### config.mk
export PLATFORM = sky130hd
export DESIGN_NAME = adport_ctrl
export DESIGN_NICKNAME = d
export VERILOG_FILES = /design/src/rtl/adport_pkg.sv /design/src/rtl/adport_cfg.sv /design/src/rtl/adport_seq.sv /design/src/rtl/adport_lane.sv /design/src/rtl/adport_ctrl.sv
export SDC_FILE = /design/constraint.sdc
export NUM_CORES = 1
export LEC_CHECK = 0
export ABC_AREA = 0
export BUFFER_PORTS_ARGS = -buffer_cell sky130_fd_sc_hd__buf_2
export CAP_MARGIN = 25
export CORE_MARGIN = 2
export CORE_UTILIZATION = 52
export DETAILED_ROUTE_END_ITERATION = 16
export MAX_ROUTING_LAYER = met4
export PLACE_DENSITY = 0.78
export SETUP_SLACK_MARGIN = 0.2
export SKIP_CTS_REPAIR_TIMING = 1
export SYNTH_ARGS = -nofsm -noshare
export SYNTH_HDL_FRONTEND = slang
export SYNTH_SLANG_ARGS = --single-unit
### constraint.sdc
create_clock -name clk -period 3 [get_ports clk]
set_input_delay 0.9 -clock clk [delete_from_list [all_inputs] [get_ports clk]]
set_output_delay 0.9 -clock clk [all_outputs]
set_load 0.03 [all_outputs]
### src/rtl/adport_pkg.sv
package adport_pkg;
  typedef enum logic [1:0] {
    MODE_DMX8  = 2'b00,
    MODE_MUX8  = 2'b01,
    MODE_DMX16 = 2'b10,
    MODE_MUX16 = 2'b11
  } bus_mode_e;

  typedef enum logic [1:0] {
    PH_IDLE,
    PH_ADDR,
    PH_DATA,
    PH_DONE
  } phase_e;
endpackage

### src/rtl/adport_cfg.sv
module adport_cfg #(
  parameter int CFG_W = 8
) (
  input  logic             clk,
  input  logic             rst_n,
  input  logic [CFG_W-1:0] pad_hi,
  output logic [CFG_W-1:0] cfg_o,
  output logic             cfg_valid
);
  always_ff @(posedge clk or negedge rst_n) begin
    if (!rst_n) begin
      cfg_o     <= '0;
      cfg_valid <= 1'b0;
    end else if (!cfg_valid) begin
      cfg_o     <= pad_hi;
      cfg_valid <= 1'b1;
    end
  end

  // once captured, the configuration never changes until the next reset
  assert_cfg_frozen_R1: assert property (@(posedge clk) disable iff (!rst_n)
    cfg_valid |=> (cfg_valid && $stable(cfg_o)));
endmodule

### src/rtl/adport_seq.sv
module adport_seq
  import adport_pkg::*;
#(
  parameter int W = 16
) (
  input  logic         clk,
  input  logic         rst_n,
  input  logic         active,
  input  bus_mode_e    mode,
  input  logic         req_valid,
  output logic         req_ready,
  input  logic [W-1:0] req_addr,
  input  logic         req_write,
  input  logic         req_word,
  input  logic [W-1:0] req_wdata,
  output logic         rsp_valid,
  input  logic         rsp_ready,
  output logic [W-1:0] rsp_rdata,
  input  logic [W-1:0] pad_in,
  output logic [W-1:0] alt_out,
  output logic [W-1:0] alt_oe,
  output phase_e       phase_o,
  output logic         write_o
);
  localparam int B = W / 2;

  phase_e       ph;
  logic [W-1:0] addr_q, wdata_q, rdata_q;
  logic         write_q, word_q, hi_q;
  logic         is8, mux;
  logic [W-1:0] cur_addr;
  logic [B-1:0] byte_sel;

  assign is8      = (mode == MODE_DMX8) || (mode == MODE_MUX8);
  assign mux      = (mode == MODE_MUX8) || (mode == MODE_MUX16);
  assign cur_addr = addr_q + W'(hi_q);
  assign byte_sel = hi_q ? wdata_q[W-1:B] : wdata_q[B-1:0];

  assign req_ready = active && (ph == PH_IDLE);
  assign rsp_valid = (ph == PH_DONE);
  assign rsp_rdata = rdata_q;
  assign phase_o   = ph;
  assign write_o   = write_q;

  always_ff @(posedge clk or negedge rst_n) begin
    if (!rst_n) begin
      ph      <= PH_IDLE;
      addr_q  <= '0;
      wdata_q <= '0;
      rdata_q <= '0;
      write_q <= 1'b0;
      word_q  <= 1'b0;
      hi_q    <= 1'b0;
    end else begin
      case (ph)
        PH_IDLE: if (req_valid && req_ready) begin
          addr_q  <= req_addr;
          wdata_q <= req_wdata;
          write_q <= req_write;
          word_q  <= req_word;
          hi_q    <= 1'b0;
          rdata_q <= '0;
          ph      <= mux ? PH_ADDR : PH_DATA;
        end
        PH_ADDR: ph <= PH_DATA;
        PH_DATA: begin
          if (!write_q) begin
            if (is8) begin
              if (hi_q) rdata_q[W-1:B] <= pad_in[B-1:0];
              else      rdata_q[B-1:0] <= pad_in[B-1:0];
            end else if (word_q) begin
              rdata_q <= pad_in;
            end else begin
              rdata_q[B-1:0] <= pad_in[B-1:0];
            end
          end
          if (is8 && word_q && !hi_q) begin
            hi_q <= 1'b1;
            ph   <= mux ? PH_ADDR : PH_DATA;
          end else begin
            ph <= PH_DONE;
          end
        end
        default: if (rsp_ready) ph <= PH_IDLE;
      endcase
    end
  end

  always_comb begin
    alt_out = '0;
    alt_oe  = '0;
    case (ph)
      PH_ADDR: begin
        alt_out = cur_addr;
        alt_oe  = '1;
      end
      PH_DATA: begin
        if (is8) begin
          alt_out = {cur_addr[W-1:B], byte_sel};
          if (mux)     alt_oe[W-1:B] = '1;
          if (write_q) alt_oe[B-1:0] = '1;
        end else begin
          alt_out = wdata_q;
          if (write_q) alt_oe = '1;
        end
      end
      default: ;
    endcase
  end

  // an address clock is always followed by a data clock
  assert_addr_then_data_R2: assert property (@(posedge clk) disable iff (!rst_n)
    (ph == PH_ADDR) |=> (ph == PH_DATA));

  // a stalled response holds its data
  assert_rsp_hold_R9: assert property (@(posedge clk) disable iff (!rst_n)
    (rsp_valid && !rsp_ready) |=> (rsp_valid && $stable(rsp_rdata)));
endmodule

### src/rtl/adport_lane.sv
module adport_lane #(
  parameter int LANE_W = 8
) (
  input  logic              clk,
  input  logic              rst_n,
  input  logic              own,
  input  logic              drive_en,
  input  logic              dir_we,
  input  logic [LANE_W-1:0] dir_wd,
  input  logic              lat_we,
  input  logic [LANE_W-1:0] lat_wd,
  input  logic [LANE_W-1:0] alt_out,
  input  logic [LANE_W-1:0] alt_oe,
  output logic [LANE_W-1:0] pad_o,
  output logic [LANE_W-1:0] pad_oe
);
  logic [LANE_W-1:0] dir_q, lat_q;

  always_ff @(posedge clk or negedge rst_n) begin
    if (!rst_n) begin
      dir_q <= '0;
      lat_q <= '0;
    end else begin
      if (dir_we)         dir_q <= dir_wd;
      if (lat_we && !own) lat_q <= lat_wd;
    end
  end

  assign pad_o  = own ? alt_out : lat_q;
  assign pad_oe = !drive_en ? '0 : (own ? alt_oe : dir_q);
endmodule

### src/rtl/adport_ctrl.sv
module adport_ctrl
  import adport_pkg::*;
#(
  parameter int PORT_W = 16,
  parameter int LANE_W = 8
) (
  input  logic              clk,
  input  logic              rst_n,
  input  logic              bus_en,
  output logic [LANE_W-1:0] cfg_o,
  output logic              pullup_en,
  input  logic              sw_dir_we,
  input  logic [PORT_W-1:0] sw_dir_wd,
  input  logic              sw_out_we,
  input  logic [PORT_W-1:0] sw_out_wd,
  input  logic              req_valid,
  output logic              req_ready,
  input  logic [PORT_W-1:0] req_addr,
  input  logic              req_write,
  input  logic              req_word,
  input  logic [PORT_W-1:0] req_wdata,
  output logic              rsp_valid,
  input  logic              rsp_ready,
  output logic [PORT_W-1:0] rsp_rdata,
  input  logic [PORT_W-1:0] pad_i,
  output logic [PORT_W-1:0] pad_o,
  output logic [PORT_W-1:0] pad_oe
);
  localparam int LANES = PORT_W / LANE_W;

  logic              cfg_valid, bus_on, seq_write;
  bus_mode_e         mode;
  phase_e            seq_phase;
  logic [PORT_W-1:0] alt_out, alt_oe;

  adport_cfg #(.CFG_W(LANE_W)) u_cfg (
    .clk(clk), .rst_n(rst_n), .pad_hi(pad_i[PORT_W-1:PORT_W-LANE_W]),
    .cfg_o(cfg_o), .cfg_valid(cfg_valid)
  );

  assign mode      = bus_mode_e'(cfg_o[1:0]);
  assign bus_on    = bus_en && cfg_valid;
  assign pullup_en = !cfg_valid;

  adport_seq #(.W(PORT_W)) u_seq (
    .clk(clk), .rst_n(rst_n), .active(bus_on), .mode(mode),
    .req_valid(req_valid), .req_ready(req_ready), .req_addr(req_addr),
    .req_write(req_write), .req_word(req_word), .req_wdata(req_wdata),
    .rsp_valid(rsp_valid), .rsp_ready(rsp_ready), .rsp_rdata(rsp_rdata),
    .pad_in(pad_i), .alt_out(alt_out), .alt_oe(alt_oe),
    .phase_o(seq_phase), .write_o(seq_write)
  );

  for (genvar g = 0; g < LANES; g++) begin : g_lane
    logic own;
    assign own = bus_on && ((g == 0) || (mode != MODE_DMX8));
    adport_lane #(.LANE_W(LANE_W)) u_lane (
      .clk(clk), .rst_n(rst_n), .own(own), .drive_en(cfg_valid),
      .dir_we(sw_dir_we), .dir_wd(sw_dir_wd[g*LANE_W +: LANE_W]),
      .lat_we(sw_out_we), .lat_wd(sw_out_wd[g*LANE_W +: LANE_W]),
      .alt_out(alt_out[g*LANE_W +: LANE_W]), .alt_oe(alt_oe[g*LANE_W +: LANE_W]),
      .pad_o(pad_o[g*LANE_W +: LANE_W]), .pad_oe(pad_oe[g*LANE_W +: LANE_W])
    );
  end

  // no pin is driven while pull-ups are requested
  assert_quiet_pullup_R1: assert property (@(posedge clk) disable iff (!rst_n)
    pullup_en |-> (pad_oe == '0));

  // the low lane is released in a read data clock
  assert_read_release_R3: assert property (@(posedge clk) disable iff (!rst_n)
    ((seq_phase == PH_DATA) && !seq_write) |-> (pad_oe[LANE_W-1:0] == '0));

  // in 8-bit multiplexed mode the upper address byte is held from the address clock
  assert_hi_addr_hold_R6: assert property (@(posedge clk) disable iff (!rst_n)
    ((seq_phase == PH_DATA) && (mode == MODE_MUX8)) |->
      ($stable(pad_o[PORT_W-1:LANE_W]) && (&pad_oe[PORT_W-1:LANE_W])));
endmodule

==> Word-level counts from Yosys, hierarchy flattened <==
Index checks and enable logic that the tools add are counted.
{ "op_classes": {"n_addsub": 1, "n_eq_ne": 11, "muxes": 29, "reduce_logical": 24} }
{ "op_table": {"columns": ["cell", "n"], "rows": [
  ["16-bit 2-to-1 mux", 6],
  ["8-bit 2-to-1 mux", 12],
  ["16-bit one-hot mux with 2 select lines", 3],
  ["16-bit by 1-bit adder with 16-bit output", 1],
  ["1-bit logical AND", 8],
  ["2-bit 2-to-1 mux", 4],
  ["2-bit == test, second input constant", 3],
  ["2-bit one-hot mux with 3 select lines", 1],
  ["5-bit AND reduction", 1],
  ["2-bit by 1-bit == test with 1-bit output, second input constant", 2],
  ["1-bit logical NOT", 4],
  ["2-bit logical NOT", 2],
  ["2-bit inequality test, second input constant", 2],
  ["2-bit AND reduction", 2],
  ["4-bit AND reduction", 1],
  ["2-bit nonzero test", 2],
  ["4-bit nonzero test", 1],
  ["3-bit by 1-bit inequality test with 1-bit output, second input constant", 1],
  ["3-bit by 2-bit inequality test with 1-bit output, second input constant", 1],
  ["3-bit inequality test, second input constant", 1],
  ["3-bit AND reduction", 1],
  ["1-bit logical OR", 2],
  ["1-bit 2-to-1 mux", 2],
  ["2-bit by 1-bit inequality test with 1-bit output, second input constant", 1],
  ["1-bit one-hot mux with 2 select lines", 1]
]} }
{ "totals": {"register_bits": 94, "in_bits": 89, "out_inout_bits": 59, "wordCells": 79} }

==> Logic depth before layout (Yosys ltp) <==
{ "depth": {"word_depth": 7, "mapped_depth": 8, "ltp_nobuf": 6} }

==> Cells and area by module <==
A second synthesis with hierarchy kept.
{ "unflattened": {"cells_unflattened": 409, "hier_area_um2": 5077.4} }
{ "by_module_without_submodules": {"columns": ["module", "instances", "cells_each", "area_each_um2", "seq_area_each_um2"], "rows": [
  ["adport_seq", 1, 265, 2922.8, 1326.3],
  ["adport_lane", 2, 61, 887.1, 400.4],
  ["adport_cfg", 1, 19, 360.3, 225.2],
  ["adport_ctrl", 1, 3, 20.0, 0.0]
]} }

==> Worst setup path after synthesis <==
OpenSTA, ideal clock, no wires.
{ "synth_timing": {"path_type": "input port to output port", "startpoint": "input bus_en", "endpoint": "output pad_o[8]", "arrival_ns": 2.074, "required_time_ns": 2.100, "slack_ns": 0.026, "cell_stages": 4, "path_buffers": 0, "cell_sequence": "nand3_1 nor2_1 nand2_1 o21ai_0"} }
{ "synth_between": {"elab_chain_len": 3} }
{ "synth_rtl": {"columns": ["item", "line", "source"], "rows": [
  ["start: declaration", "adport_ctrl.sv:9", "input logic bus_en,"],
  ["1-bit logical AND", "adport_ctrl.sv:42", "assign bus_on = bus_en && cfg_valid;"],
  ["1-bit logical AND", "adport_ctrl.sv:56", "assign own = bus_on && ((g == 0) || (mode != MODE_DMX8));"],
  ["8-bit 2-to-1 mux", "adport_lane.sv:29", "assign pad_o = own ? alt_out : lat_q;"],
  ["end: declaration", "adport_ctrl.sv:26", "output logic [PORT_W-1:0] pad_o,"]
]} }
No other way between the ends.

==> Final worst setup path <==
{ "layout_timing": {"startpoint": "register u_seq.ph[1], in the netlist u_seq.phase_o[1]", "endpoint": "output pad_o[15]"} }
{ "layout_between": {"elab_chain_len": 3, "elab_cells_between_ends": 4, "cone_classes": "eq/ne (2); mux (2)"} }
{ "layout_rtl": {"columns": ["item", "line", "source"], "rows": [
  ["start: declaration", "adport_seq.sv:27", "phase_e ph;"],
  ["start signal: assignment", "adport_seq.sv:63", "ph <= mux ? PH_ADDR : PH_DATA;"],
  ["start signal: assignment", "adport_seq.sv:79", "ph <= mux ? PH_ADDR : PH_DATA;"],
  ["2-bit == test / 2-bit by 1-bit == test with 1-bit output (equally long branches)", "adport_seq.sv:92", "case (ph)"],
  ["16-bit one-hot mux with 2 select lines *", "adport_seq.sv:92", null],
  ["8-bit 2-to-1 mux *", "adport_lane.sv:29", null]
]} }
Every way passes the cells marked *; elsewhere a longest branch is shown, timed or not.

==> results.ini <==
[worst_setup_path]
slowest_stage=dfrtp_2
cp_data_arrival_time_ns=2.04
crit_path_end_kind=output pin
cp_max_fo=6
worstRegToRegCells=8
startpoint_type=flip-flop
r2r-end=u_seq.rsp_rdata[11]
critPathKind=reg2out
crit_path_cell_trace=inv_2 -> ha_2 -> inv_2 -> a2111oi_4 -> a21boi_2 -> nand3b_1 -> buf_6
max_stage_delay_ns=0.46
cp_common_cell=inv_2
crit_family=compound AO/OA/AOI/OAI gates
cp_num_buf_inv=3
ff2ff_setup_slack_ns=1.13
r2r_start=u_seq.phase_o[0]
worstPathRequired_ns=2.10

[run]
maxCapViolations=0

[cts]
cts_buffers=9
tritoncts=yes
root_buffer=clkbuf_8
path_clk_slew_ns=0.09
numClockSinks=94
clockBufferDepth=2
clock_latency_ns=0.36
htreeDepth=3

[synth]
synthArstFlopShare_pct=100
yosys_warnings=0
synthCells=409
synth_edf_count=0
ys.flop_type=dfrtp_1
synth-compound-area-share_pct=7.99
yosys.area.top_type=dfrtp_1
synthXorXnorAreaFrac_pct=1.99
synth_top_family_by_area=multiplexers
synth_fa_ha_area_share_pct=1.81
seq_area_frac_synth_pct=48.6
synthesis.area_mm2=0.00484
synth_top_area_share_pct=48.6
yosysUniqueCellTypes=49
synth_nets=505
avgSynthCellArea_um2=11.8
synth_area_leaders=dfrtp_1, mux2_2, mux2i_1, nand2_1, ha_1
synth-seq-cells=94
yosys.area_share.simple_pct=11.0
muxShareOfSynthArea_pct=24.8

[grt]
first_global_vias=3729
antenna_found_initial=0
grt_use_total_pct=24.2
grt_pass1_wl_um=18500
overflow=0
grt_max_degree=54

[route]
drt_pass1_iterations=4
vias=3814
avgRoutedWirePerCell_um=18.2
drt_drc_violations_left=0
wirelength_um=12500
avgViaCountPerCell=5.55
drt_iter0_drc=171
final_antenna_net_count=0

[layout]
finalNetCount=667
layout-drive-gt1-share_pct=59.7
final_util_pct=70.5
syn_to_final_growth_pct=33.4
final_cell_mix=buf_2, dfrtp_1, mux2_2
nFillCells=660
final_cells=687
num_antenna_cells=0
layout_commonest_cell=buf_2

[floorplanning]
initial_core_util_pct=52.9
dieWidth_um=100
die_area_mm2=0.0101
num_rows=35
io_pins=148
coreArea_mm2=0.00915
die_h_um=100

[run_status]
status=complete, no violations

[min_path]
min_path_type=in2async

[timing]
hold_viol_final=0
fin_crit_sh_pct=98.1
grt_setup_unrepaired=yes
max_slew_margin_pct=63.7
setup_viol=0
tightest_slew_ns=0.544
min_period_ns=2.94
tns_ns=0
fmax_ghz=0.340
fin_hold_ws_ns=0.508
maxSlewViolCount=0
clock_skew_ns=0.0137

[place]
place.gp.congestion=0.866
io_buffers=147
dp.cells=660
dpl.hpwl_um=8760

[power]
p_per_area_mw_per_mm2=834
p_total_mw=5.38
p_leak_nw=3.11
ir_drop_v=0.000371

## cells in the mapped netlist, types with 3 or more instances
cell type	number
nand2_1	27
nor2_1	21
inv_1	19
nor2b_1	9
and3_1	3
xor2_1	5
mux2_2	86
nor4_4	3
a21oi_1	7
ha_1	7
nand3_1	8
a21o_1	8
o21ai_1	4
a22oi_1	11
o21ai_0	12
dfrtp_1	94
xnor2_1	6
mux2i_1	21
buf_2	9
clkbuf_1	7
o221ai_1	3
nor4_1	3
## logic make-up after synthesis
logic type / after synthesis
AOI/OAI and AO/OA: 57
xor gates and xnor gates: 11
adders and majority gates: 7
buffers and inverters: 39
DFF: 94
muxes: 109
other: 1
and+or+nand+nor: 91
## worst register-to-register path, delay by kind of cell, from the launching register on
kind,cells,cell delay (ns)
fa+ha+maj,1,0.18
compound gates,1,0.07
flops,1,0.42
simple gates,2,0.35
mux,1,0.36
buf+inv,3,0.38
## flip-flops by register name, indices dropped and copies added, names as in the netlist, 2 cells and up
signal               cells
g_lane.u_lane.lat_q     16
g_lane.u_lane.dir_q     16
u_seq.wdata_q           16
u_cfg.cfg_o              8
u_seq.rsp_rdata         16
u_seq.phase_o            2
u_seq.addr_q            16
## worst max path at each step
stage               cells after the start         to  slack, ns        startpoint
floorplan                               4   pad_o[8]       0.03            bus_en
global placement                        6  pad_o[15]       0.05            bus_en
detailed placement                      6  pad_o[15]       0.01            bus_en
CTS                                     7  pad_o[14]      -0.15        u_seq.hi_q
global route                            7  pad_o[15]      -0.02  u_seq.phase_o[1]
finish                                  7  pad_o[15]       0.06  u_seq.phase_o[1]
## per-layer routing
layer	global-route usage, %	share of wire, %
met4	6.53	1.7
met5	-	0
met2	37.6	50
met1	32.8	44
met3	4.85	4.5
## layout make-up
| class | instances | area, µm² | share of cell area (%) |
|---|---|---|---|
| Clock buffer | 9 | 124 | 1.92 |
| Clock inverter | 7 | 51.3 | 0.795 |
| Inverter | 19 | 71.3 | 1.11 |
| Multi-Input combinational cell | 276 | 2610 | 40.5 |
| Sequential cell | 94 | 2360 | 36.6 |
| Tap cell | 111 | 139 | 2.15 |
| Timing Repair Buffer | 171 | 1090 | 16.9 |
## stage by stage
stage	worst slack [ns]	instance area (µm²)
2_1_floorplan	0.0261	4840
3_3_place_gp	0.0494	5720
3_5_place_dp	0.0115	5720
4_1_cts	-0.146	5900
5_1_grt	-0.0159	6450
6_report	0.0568	6450
## power breakdown
| group | internal [mW] | leakage, nW | switching, mW | total, mW |
|---|---|---|---|---|
| Combinational | 1.19 | 1.89 | 1.37 | 2.56 |
| Clock | 0.302 | 0.0852 | 0.453 | 0.755 |
| Sequential | 1.65 | 1.13 | 0.411 | 2.06 |
(Power assumes the default switching activity.)
